===== config.mk =====
export PLATFORM = sky130hd
export DESIGN_NAME = bank_regfile
export DESIGN_NICKNAME = d
export VERILOG_FILES = /design/src/rtl/bank_rf_pkg.sv /design/src/rtl/bank_rf_decode.sv /design/src/rtl/bank_rf_gpr.sv /design/src/rtl/bank_rf_acc.sv /design/src/rtl/bank_rf_fpst.sv /design/src/rtl/bank_regfile.sv
export SDC_FILE = /design/constraint.sdc
export NUM_CORES = 2
export LEC_CHECK = 0
export BUFFER_PORTS_ARGS = -buffer_cell sky130_fd_sc_hd__clkbuf_2
export CORE_MARGIN = 2
export CORE_UTILIZATION = 40
export DETAILED_ROUTE_END_ITERATION = 10
export PLACE_DENSITY = 0.53
export RECOVER_POWER = 25
export SYNTH_ARGS = -nofsm -noshare
export SYNTH_HDL_FRONTEND = slang
export SYNTH_SLANG_ARGS = --single-unit

===== constraint.sdc =====
create_clock -name clk -period 16.7 [get_ports clk]
set_input_delay 3.34 -clock clk [delete_from_list [all_inputs] [get_ports clk]]
set_output_delay 3.34 -clock clk [all_outputs]
set_load 0.02 [all_outputs]

===== src/rtl/bank_rf_pkg.sv =====
package bank_rf_pkg;

  localparam int DW       = 32;
  localparam int ACC_W    = 64;
  localparam int NUM_GPR  = 15;
  localparam int GSEL_W   = $clog2(NUM_GPR + 1);

  // index map (index 0 and 1..NUM_GPR are fixed by function)
  localparam int IX_STAT  = 16;
  localparam int IX_PC    = 17;
  localparam int IX_USP   = 18;
  localparam int IX_ISP   = 19;
  localparam int IX_FPST  = 20;
  localparam int IX_BKPC  = 21;
  localparam int IX_BKST  = 22;
  localparam int IX_VBASE = 23;
  localparam int IX_FVEC  = 24;
  localparam int IX_ACCH  = 25;
  localparam int IX_ACCM  = 26;
  localparam int IX_ACCL  = 27;

  localparam int USER_BIT  = 17;
  localparam int RM_W      = 2;
  localparam int CAUSE_LSB = 2;
  localparam int CAUSE_W   = 6;
  localparam int FLAG_LSB  = 8;
  localparam int FLAG_W    = 5;
  localparam int SUM_BIT   = 31;
  localparam int MID_LSB   = 16;

  localparam logic [DW-1:0] CAUSE_MASK = ((DW'(1) << CAUSE_W) - DW'(1)) << CAUSE_LSB;
  localparam logic [DW-1:0] FLAG_MASK  = ((DW'(1) << FLAG_W) - DW'(1)) << FLAG_LSB;

  typedef enum logic [3:0] {
    K_NONE, K_SP, K_GPR, K_STAT, K_PC, K_USP, K_ISP, K_FPST,
    K_BKPC, K_BKST, K_VBASE, K_FVEC, K_ACCH, K_ACCM, K_ACCL
  } reg_kind_e;

  typedef enum logic [RM_W-1:0] {
    RND_NEAREST, RND_ZERO, RND_POS_INF, RND_NEG_INF
  } rnd_mode_e;

  // merge a 32-bit window write into the accumulator
  function automatic logic [ACC_W-1:0] acc_window_put(
    input logic [ACC_W-1:0] acc, input reg_kind_e k, input logic [DW-1:0] v);
    logic [ACC_W-1:0] keep;
    logic [ACC_W-1:0] ins;
    int               lsb;
    case (k)
      K_ACCH:  lsb = ACC_W - DW;
      K_ACCM:  lsb = MID_LSB;
      default: lsb = 0;
    endcase
    keep = ~(ACC_W'({DW{1'b1}}) << lsb);
    ins  = ACC_W'(v) << lsb;
    if (k == K_ACCH || k == K_ACCM || k == K_ACCL)
      return (acc & keep) | ins;
    return acc;
  endfunction

  function automatic logic [DW-1:0] acc_window_get(
    input logic [ACC_W-1:0] acc, input reg_kind_e k);
    case (k)
      K_ACCH:  return acc[ACC_W-1 -: DW];
      K_ACCM:  return acc[MID_LSB +: DW];
      K_ACCL:  return acc[DW-1:0];
      default: return '0;
    endcase
  endfunction

  // FP status update: AND-only cause bits, recomputed summary, hardware raise
  function automatic logic [DW-1:0] fpst_next(
    input logic [DW-1:0] old, input logic [DW-1:0] wdata, input logic we,
    input logic [CAUSE_W-1:0] raise);
    logic [DW-1:0] n;
    n = old;
    if (we) begin
      n = (wdata & ~CAUSE_MASK) | (old & wdata & CAUSE_MASK);
      n[SUM_BIT] = |(n & FLAG_MASK);
    end
    n = n | (DW'(raise) << CAUSE_LSB);
    return n;
  endfunction

endpackage


===== src/rtl/bank_rf_decode.sv =====
module bank_rf_decode
  import bank_rf_pkg::*;
#(
  parameter int IDX_W = 6
) (
  input  logic [IDX_W-1:0] idx,
  output reg_kind_e        kind
);

  always_comb begin
    kind = K_NONE;
    if (idx == '0) begin
      kind = K_SP;
    end else if (idx <= IDX_W'(NUM_GPR)) begin
      kind = K_GPR;
    end else begin
      case (idx)
        IDX_W'(IX_STAT):  kind = K_STAT;
        IDX_W'(IX_PC):    kind = K_PC;
        IDX_W'(IX_USP):   kind = K_USP;
        IDX_W'(IX_ISP):   kind = K_ISP;
        IDX_W'(IX_FPST):  kind = K_FPST;
        IDX_W'(IX_BKPC):  kind = K_BKPC;
        IDX_W'(IX_BKST):  kind = K_BKST;
        IDX_W'(IX_VBASE): kind = K_VBASE;
        IDX_W'(IX_FVEC):  kind = K_FVEC;
        IDX_W'(IX_ACCH):  kind = K_ACCH;
        IDX_W'(IX_ACCM):  kind = K_ACCM;
        IDX_W'(IX_ACCL):  kind = K_ACCL;
        default:          kind = K_NONE;
      endcase
    end
  end

endmodule


===== src/rtl/bank_rf_gpr.sv =====
module bank_rf_gpr
  import bank_rf_pkg::*;
(
  input  logic                       clk,
  input  logic                       rst,
  input  logic                       we,
  input  logic [GSEL_W-1:0]          widx,
  input  logic [DW-1:0]              wdata,
  output logic [NUM_GPR:0][DW-1:0]   nxt
);

  assign nxt[0] = '0;

  for (genvar g = 1; g <= NUM_GPR; g++) begin : g_reg
    logic [DW-1:0] q;
    assign nxt[g] = (we && widx == GSEL_W'(g)) ? wdata : q;
    always_ff @(posedge clk) begin
      if (rst) q <= '0;
      else     q <= nxt[g];
    end
  end

endmodule


===== src/rtl/bank_rf_acc.sv =====
module bank_rf_acc
  import bank_rf_pkg::*;
(
  input  logic             clk,
  input  logic             rst,
  input  logic             win_we,
  input  reg_kind_e        win_kind,
  input  logic [DW-1:0]    win_data,
  input  logic             full_we,
  input  logic [ACC_W-1:0] full_data,
  output logic [ACC_W-1:0] acc_q,
  output logic [ACC_W-1:0] acc_nxt
);

  always_comb begin
    acc_nxt = acc_q;
    if (full_we)     acc_nxt = full_data;
    else if (win_we) acc_nxt = acc_window_put(acc_q, win_kind, win_data);
  end

  always_ff @(posedge clk) begin
    if (rst) acc_q <= '0;
    else     acc_q <= acc_nxt;
  end

endmodule


===== src/rtl/bank_rf_fpst.sv =====
module bank_rf_fpst
  import bank_rf_pkg::*;
(
  input  logic               clk,
  input  logic               rst,
  input  logic               we,
  input  logic [DW-1:0]      wdata,
  input  logic [CAUSE_W-1:0] raise,
  output logic [DW-1:0]      fpst_q,
  output logic [DW-1:0]      fpst_nxt,
  output logic [RM_W-1:0]    round_mode
);

  assign fpst_nxt   = fpst_next(fpst_q, wdata, we, raise);
  assign round_mode = fpst_q[RM_W-1:0];

  always_ff @(posedge clk) begin
    if (rst) fpst_q <= '0;
    else     fpst_q <= fpst_nxt;
  end

endmodule


===== src/rtl/bank_regfile.sv =====
module bank_regfile
  import bank_rf_pkg::*;
#(
  parameter int IDX_W = 6
) (
  input  logic                clk,
  input  logic                rst,
  input  logic [IDX_W-1:0]    rd_idx,
  output logic [DW-1:0]       rd_data,
  output logic                rd_illegal,
  input  logic                wr_en,
  input  logic [IDX_W-1:0]    wr_idx,
  input  logic [DW-1:0]       wr_data,
  input  logic                acc_wr_en,
  input  logic [ACC_W-1:0]    acc_wr_data,
  output logic [ACC_W-1:0]    acc_rd_data,
  input  logic [CAUSE_W-1:0]  fp_cause_set,
  output logic [RM_W-1:0]     round_mode,
  output logic                user_mode
);

  reg_kind_e rk, wk;

  bank_rf_decode #(.IDX_W(IDX_W)) u_rdec (.idx(rd_idx), .kind(rk));
  bank_rf_decode #(.IDX_W(IDX_W)) u_wdec (.idx(wr_idx), .kind(wk));

  // named write events
  logic ev_sp_wr, ev_gpr_wr, ev_fpst_wr, ev_acc_win_wr;
  logic ev_acc_hi_wr, ev_acc_mid_wr, ev_acc_lo_wr;
  assign ev_sp_wr      = wr_en && (wk == K_SP);
  assign ev_gpr_wr     = wr_en && (wk == K_GPR);
  assign ev_fpst_wr    = wr_en && (wk == K_FPST);
  assign ev_acc_hi_wr  = wr_en && (wk == K_ACCH);
  assign ev_acc_mid_wr = wr_en && (wk == K_ACCM);
  assign ev_acc_lo_wr  = wr_en && (wk == K_ACCL);
  assign ev_acc_win_wr = ev_acc_hi_wr | ev_acc_mid_wr | ev_acc_lo_wr;

  // general registers
  logic [NUM_GPR:0][DW-1:0] gpr_nxt;
  bank_rf_gpr u_gpr (
    .clk(clk), .rst(rst), .we(ev_gpr_wr),
    .widx(wr_idx[GSEL_W-1:0]), .wdata(wr_data), .nxt(gpr_nxt)
  );

  // accumulator
  logic [ACC_W-1:0] acc_q, acc_nxt;
  bank_rf_acc u_acc (
    .clk(clk), .rst(rst), .win_we(ev_acc_win_wr), .win_kind(wk),
    .win_data(wr_data), .full_we(acc_wr_en), .full_data(acc_wr_data),
    .acc_q(acc_q), .acc_nxt(acc_nxt)
  );

  // FP status
  logic [DW-1:0] fpst_q, fpst_nxt;
  bank_rf_fpst u_fpst (
    .clk(clk), .rst(rst), .we(ev_fpst_wr), .wdata(wr_data),
    .raise(fp_cause_set), .fpst_q(fpst_q), .fpst_nxt(fpst_nxt),
    .round_mode(round_mode)
  );

  // plain control registers and banked stack pointers
  logic [DW-1:0] stat_q, pc_q, usp_q, isp_q, bkpc_q, bkst_q, vbase_q, fvec_q;
  logic [DW-1:0] stat_n, pc_n, usp_n, isp_n, bkpc_n, bkst_n, vbase_n, fvec_n;
  logic          stat_user_q;

  assign stat_user_q = stat_q[USER_BIT];

  always_comb begin
    stat_n  = stat_q;
    pc_n    = pc_q;
    usp_n   = usp_q;
    isp_n   = isp_q;
    bkpc_n  = bkpc_q;
    bkst_n  = bkst_q;
    vbase_n = vbase_q;
    fvec_n  = fvec_q;
    if (wr_en) begin
      case (wk)
        K_SP:    if (stat_user_q) usp_n = wr_data; else isp_n = wr_data;
        K_STAT:  stat_n  = wr_data;
        K_PC:    pc_n    = wr_data;
        K_USP:   usp_n   = wr_data;
        K_ISP:   isp_n   = wr_data;
        K_BKPC:  bkpc_n  = wr_data;
        K_BKST:  bkst_n  = wr_data;
        K_VBASE: vbase_n = wr_data;
        K_FVEC:  fvec_n  = wr_data;
        default: ;
      endcase
    end
  end

  always_ff @(posedge clk) begin
    if (rst) begin
      stat_q  <= '0;
      pc_q    <= '0;
      usp_q   <= '0;
      isp_q   <= '0;
      bkpc_q  <= '0;
      bkst_q  <= '0;
      vbase_q <= '0;
      fvec_q  <= '0;
    end else begin
      stat_q  <= stat_n;
      pc_q    <= pc_n;
      usp_q   <= usp_n;
      isp_q   <= isp_n;
      bkpc_q  <= bkpc_n;
      bkst_q  <= bkst_n;
      vbase_q <= vbase_n;
      fvec_q  <= fvec_n;
    end
  end

  // read port: every source is the next-state value (write bypass)
  always_comb begin
    case (rk)
      K_SP:    rd_data = stat_n[USER_BIT] ? usp_n : isp_n;
      K_GPR:   rd_data = gpr_nxt[rd_idx[GSEL_W-1:0]];
      K_STAT:  rd_data = stat_n;
      K_PC:    rd_data = pc_n;
      K_USP:   rd_data = usp_n;
      K_ISP:   rd_data = isp_n;
      K_FPST:  rd_data = fpst_nxt;
      K_BKPC:  rd_data = bkpc_n;
      K_BKST:  rd_data = bkst_n;
      K_VBASE: rd_data = vbase_n;
      K_FVEC:  rd_data = fvec_n;
      K_ACCH, K_ACCM, K_ACCL: rd_data = acc_window_get(acc_nxt, rk);
      default: rd_data = '0;
    endcase
  end

  assign rd_illegal  = (rk == K_NONE);
  assign acc_rd_data = acc_nxt;
  assign user_mode   = stat_user_q;

endmodule


# Word-level counts from Yosys, hierarchy flattened
# Memory sizes are Yosys's and may differ from the RTL's.
# Index checks and enable logic that the tools add are counted.
classes:
  n_mux: 55
  n_shift: 2
  n_eq_ne: 43
  bitwise_logic: 8
  order_cmp: 3
  n_reduce_logical: 27
op_table:
  columns: ["cell", "n"]
  rows:
  - ["2-to-1 mux 32 bit", 36]
  - ["one-hot mux 32 bit (12 select lines)", 1]
  - ["2-to-1 mux 64 bit", 4]
  - ["binary-select mux 32 bit (select 4 bit)", 1]
  - ["one-hot mux 32 bit (2 select lines)", 2]
  - ["one-hot mux 32 bit (3 select lines)", 1]
  - ["equality test 4 bit (second input constant)", 22]
  - ["bitwise AND 64 bit", 1]
  - ["inverter 64 bit", 1]
  - ["OR 64 bit", 1]
  - ["left shift 32 x 32 -> 64 bit", 1]
  - ["left shift 32 x 32 -> 64 bit (first input constant)", 1]
  - ["equality test 4 x 3 -> 1 bit (second input constant)", 12]
  - ["OR 32 x 8 -> 32 bit", 1]
  - ["OR 31 x 8 -> 31 bit", 1]
  - ["equality test 4 x 2 -> 1 bit (second input constant)", 6]
  - ["2-to-1 mux 4 bit", 6]
  - ["logical AND 1 bit", 20]
  - ["equality test 4 x 1 -> 1 bit (second input constant)", 3]
  - ["<= comparator 6 x 4 -> 1 bit (second input constant)", 2]
  - ["logical NOT 6 bit", 2]
  - ["one-hot mux 6 bit (2 select lines)", 1]
  - ["bitwise AND 8 bit", 1]
  - ["< comparator 4 x 5 -> 1 bit (second input constant)", 1]
  - ["other kinds (6)", 10]
totals:
  romBits: 256
  memories: 2
  in_bits: 118
  output_inout_bits: 100
  ff_bits: 832
memory_table:
  columns: ["memory", "depth", "width", "rd", "rd_ports_with_merged_regs", "wr", "line_no", "text"]
  rows:
  - ["(name not given)", 32, 4, 1, 0, 0, "bank_rf_decode.sv:17", "case (idx)"]
  - ["(name not given)", 32, 4, 1, 0, 0, "bank_rf_decode.sv:17", null]

# Longest topological paths before layout
# An unclocked memory read counts as a cell.
depth:
  depth_word: 20
  mapped_depth: 19

# Cells and area by module
# From an unflattened synthesis, not the netlist that was laid out.
unflattened:
  cells_unflattened: 4539
  hier_area_um2: 45422.3
by_module_without_submodules:
  columns: ["mod", "cells_each", "instances", "seq_area_each_um2", "area_per_inst_um2"]
  rows:
  - ["bank_rf_gpr", 2270, 1, 9609.2, 24593.6]
  - ["bank_regfile", 1701, 1, 5124.9, 15747.6]
  - ["bank_rf_acc", 417, 1, 1281.2, 3569.7]
  - ["bank_rf_fpst", 113, 1, 640.6, 1272.5]
  - ["bank_rf_decode at u_rdec", 19, 1, 0.0, 120.1]
  - ["bank_rf_decode at u_wdec", 19, 1, 0.0, 118.9]

# Least setup slack after synthesis
# OpenSTA, ideal clock, no wires.
synth_timing:
  path_kind: "input to output"
  start: "input port wr_idx[0]"
  end: "output port rd_data[6]"
  t_required_ns: 13.360
  path_slack_ns: 6.003
  path_stages: 17
  t_arrival_ns: 7.357
  cell_sequence: "buf_2 inv_1 ha_1 or3b_1 a211oi_1 clkbuf_1 inv_1 ha_1 nor3_1 buf_2 clkbuf_1 a22oi_1 nor3_1 a21oi_1 o21ai_0 a22oi_1 nand4_1"
synth_between:
  elab_chain_cells: 18
  elab_cells_between_ends: 112
  cone_classes: "order compare: 1; eq/ne: 29; shift: 2; mux: 50; bitwise: 6; reduce/logical: 23; memory: 1"
synth_lines:
  columns: ["element", "line_no", "text"]
  rows:
  - ["from (decl)", "bank_regfile.sv:12", "input logic [IDX_W-1:0] wr_idx,"]
  - ["memory read (32 x 4 bit)", null, null]
  - ["2-to-1 mux 4 bit", "bank_rf_decode.sv:17", null]
  - ["2-to-1 mux 4 bit", "bank_rf_decode.sv:14", "end else if (idx <= IDX_W'(NUM_GPR)) begin"]
  - ["2-to-1 mux 4 bit *", "bank_rf_decode.sv:12", "if (idx == '0) begin"]
  - ["equality test 4 bit (on tied branches)", null, null]
  - ["one-hot mux 6 bit (2 select lines)", "bank_rf_pkg.sv:49", "case (k)"]
  - ["2-to-1 mux 32 bit", "bank_rf_acc.sv:18", "else if (win_we) acc_nxt = acc_window_put(acc_q, win_kind, win_data);"]
  - ["2-to-1 mux 32 bit", "bank_rf_acc.sv:17", "if (full_we) acc_nxt = full_data;"]
  - ["(+3 left out)", null, null]
  - ["OR 64 bit", "bank_rf_pkg.sv:57", "return (acc & keep) | ins;"]
  - ["2-to-1 mux 64 bit", "bank_rf_pkg.sv:56", "if (k == K_ACCH || k == K_ACCM || k == K_ACCL)"]
  - ["2-to-1 mux 64 bit", "bank_rf_pkg.sv:58", "return acc;"]
  - ["2-to-1 mux 64 bit *", "bank_rf_acc.sv:18", null]
  - ["2-to-1 mux 64 bit *", "bank_rf_acc.sv:17", null]
  - ["via acc_rd_data[38]", "bank_regfile.sv:16", "output logic [ACC_W-1:0] acc_rd_data,"]
  - ["one-hot mux 32 bit (3 select lines) *", "bank_rf_pkg.sv:63", "case (k)"]
  - ["one-hot mux 32 bit (12 select lines) *", "bank_regfile.sv:117", "case (rk)"]
  - ["to (decl)", "bank_regfile.sv:9", "output logic [DW-1:0] rd_data,"]
# Mark *: on every way through the listed nets, which the timed path passes. The rest lies on a longest branch. The select of a mux whose other input is x is not followed.

# Final worst setup path
layout_timing:
  start: "input port rst"
  end: "register u_gpr.g_reg[5].q[11]"
layout_lines:
  columns: ["element", "line_no", "text"]
  rows:
  - ["from (decl)", "bank_regfile.sv:7", "input logic rst,"]
  - ["to (signal assigned)", "bank_rf_gpr.sv:19", "else q <= nxt[g];"]
  - ["to (decl)", "bank_rf_gpr.sv:15", "logic [DW-1:0] q;"]
# No word-level cell between the ends.

==> flow_metrics.env <==
export IMPL_status="complete, but fails checks"
export IMPL_violations="capacitance limit, slew limit"
export IMPL_synth_nets=4897
export IMPL_finalWorstSetupSlack_ns=3.43
export IMPL_cp_start_kind="input pin"
export IMPL_start_util=0.404
export IMPL_drt_vias_per_instance=6.05
export IMPL_slowest_delay_ns=7.43
export IMPL_grt_antenna_before_repair=10
export IMPL_cpMostUsedCell="buf_4"
export IMPL_cp_max_fo=215
export IMPL_wl_per_cell_um=27.7
export IMPL_avgSynthCellArea_sq_um=8.06
export IMPL_hold_path_class="reg -> reg"
export IMPL_synthCells=4771
export IMPL_fin_crit_ns=13.27
export IMPL_insertion_delay_ns=0.68
export IMPL_crit_path_top_delay_cell="clkbuf_1"
export IMPL_syn_cell_area_sq_um=38500
export IMPL_synthTopCellsByCount="dfxtp_1, nor2_1, nand2_1"
export IMPL_synth_seq_area_share=0.433
export IMPL_worst_pin_slew_ns=10.75
export IMPL_finalSetupViolCount=0
export IMPL_cts_buffer_depth=3
export IMPL_die_w_um=314
export IMPL_setup_worst_path_class="in -> reg"
export IMPL_cts_clk_slew_worst_paths_ns=0.06
export IMPL_grt_overflow=0
export IMPL_numCtsBuffers=94
export IMPL_synthArstFlopShare=0
export IMPL_yosys_most_used_dff="dfxtp_1"
export IMPL_ys_seq_elements=832
export IMPL_final_cell_area_sq_um=43500
export IMPL_grt_usage=0.330
export IMPL_hold_buffers=0
export IMPL_drt_iter0_drc=4486
export IMPL_hold_violations=0
export IMPL_die_y_um=314
export IMPL_crit_required_ns=17.23
export IMPL_rows=113
export IMPL_end_kind="flip-flop"
export IMPL_pin_count=218
export IMPL_grt_pass1_vias=33600
export IMPL_synth_top_cell_area_share=0.433
export IMPL_rsz0062_at_grt="no"
export IMPL_drc=0
export IMPL_gp_congestion=0.952
export IMPL_dp_slack_ns=5.17
export IMPL_cp_cell_sequence="buf_8 -> clkbuf_1 -> buf_4 -> buf_4 -> nor2_1"
export IMPL_grt_pass1_wl_um=241000
export IMPL_num_vias=36800
export IMPL_synth_edf_count=0
export IMPL_die_area_sq_um=98700
export IMPL_core_sq_um=95200
export IMPL_cts_tree="done"
export IMPL_hpwl_um=106000
export IMPL_placed_area_sq_um=40400
export IMPL_critPathBufInv=4
export IMPL_synth_top_cell_by_area="dfxtp_1"
export IMPL_timing_slew_headroom=-6.17
export IMPL_timing_setup_tns_ns=0
export IMPL_total_leakage_power_nw=17.4
export IMPL_cts_sinks=832
export IMPL_area_delta_synth_final_pct=13.0
export IMPL_drive_above_1_share=0.116
export IMPL_yosysUniqueCellTypes=98
export IMPL_crit_arrival_ns=13.79
export IMPL_drt_antenna_violating_nets=0
export IMPL_grt_max_degree=216
export IMPL_p_per_area_nw_per_um2=107
export IMPL_final_net_count=4871
export IMPL_hold_ws_ns=0.448
export IMPL_max_cap_viol_count=16
export IMPL_cts_repair_resized=0
export IMPL_worst_r2r_setup_slack_ns=14.05
export IMPL_cp_top_family="buffers and inverters"
export IMPL_report_final_slew_viol_count=693
export IMPL_min_period_over_period=0.795
export IMPL_synth_most_common_cell="dfxtp_1"
export IMPL_max_freq_ghz=0.0754
export IMPL_yosys_top_cells_area="dfxtp_1, mux2i_1, nor2_1"
export IMPL_yosysWarnings=0
export IMPL_power_total_mw=4.66
export IMPL_cts_setup_buffers=0
export IMPL_first_pass_iters=5
export IMPL_htreeDepth=3
export IMPL_routed_wirelength_um=168000
export IMPL_fin_worst_skew_ns=0.0275
export IMPL_root_buffer="clkbuf_16"
export IMPL_irDropWorstVdd_v=0.0000692
export IMPL_portBuffers=217
## per-stage QoR
step | cells | util
finish | 6084 | 0.457
global route | 6082 | 0.457
detailed placement | 5914 | 0.424
floorplan | 4771 | -
CTS | 6081 | 0.458
global placement | 5914 | 0.424
## sequential cells by signal (all words and copies together) (netlist names)
register	cells
fvec_q	32
stat_q	32
u_fpst.fpst_q	32
usp_q	32
vbase_q	32
bkst_q	32
u_gpr.g.q	480
bkpc_q	32
u_acc.acc_q	64
isp_q	32
pc_q	32
## layout by cell type, fill, tap and decap left out, types with 23 or more instances in the layout
cell,instances
nor3_1,84
o22ai_1,178
clkbuf_2,208
inv_1,52
o211ai_1,34
o21ai_0,119
nand3_1,49
buf_4,122
dfxtp_1,832
nor2b_1,48
a211oi_1,23
a21oi_1,480
clkbuf_1,44
clkbuf_16,95
o221ai_1,74
clkbuf_8,23
nor2_1,743
o22a_1,28
or3_1,25
nand2_1,690
mux2i_1,406
a22oi_1,23
## worst paths after layout
kind,startpoint,end,cells after the start
worst max-delay path,rst,u_gpr.g_reg[5].q[11]$_SDFF_PP0_,5
worst min-delay path,u_gpr.g_reg[14].q[28]$_SDFF_PP0_,u_gpr.g_reg[14].q[28]$_SDFF_PP0_,2
worst max register to register,stat_q[17]$_SDFF_PP0_,usp_q[26]$_SDFF_PP0_,5
worst min register to register,u_gpr.g_reg[14].q[28]$_SDFF_PP0_,u_gpr.g_reg[14].q[28]$_SDFF_PP0_,2
## cells by family (layout without fill, tap and decap cells)
logic type	Yosys count	in the layout	share of synthesized area
and+or+nand+nor	1772	1772	0.193
AOI/OAI and AO/OA	1207	1207	0.203
DFF	832	832	0.433
buffers and inverters	534	579	0.0581
muxes	418	418	0.111
adders and majority gates	8	8	0.00260
other	0	3	0
## metal layers
layer | vias up | wire length (um) | global-route usage
li1 | 16600 | - | -
met1 | 17900 | 70800 | 0.443
met2 | 1874 | 73200 | 0.505
met3 | 431 | 14400 | 0.0610
met4 | 8 | 9830 | 0.170
met5 | - | 55 | 0
## worst register-to-register path, cell delays in order (launching register included)
cell,delay [ns]
dfxtp_1,0.54
a21oi_1,0.19
nor2_4,0.49
buf_4,0.58
mux2i_1,0.34
nor2_1,0.06
## power breakdown
group	switching [mW]	internal, mW	total, mW
Clock	0.888	1.30	2.19
Sequential	0.00552	2.00	2.01
Combinational	0.347	0.109	0.456
Total	1.24	3.42	4.66
## area by class of cell
| cell class | instances | area, sq um |
|---|---|---|
| fillers | 9591 | 51700 |
| multi-input cells | 3405 | 19700 |
| flip-flops and latches | 832 | 16700 |
| clock buffers | 143 | 2790 |
| repair buffers | 351 | 2060 |
| well taps | 1265 | 1580 |
| clock inverters | 24 | 439 |
| inverters | 61 | 229 |
| diodes | 3 | 7.51 |
No activity file was read; power rests on OpenSTA's default activity.
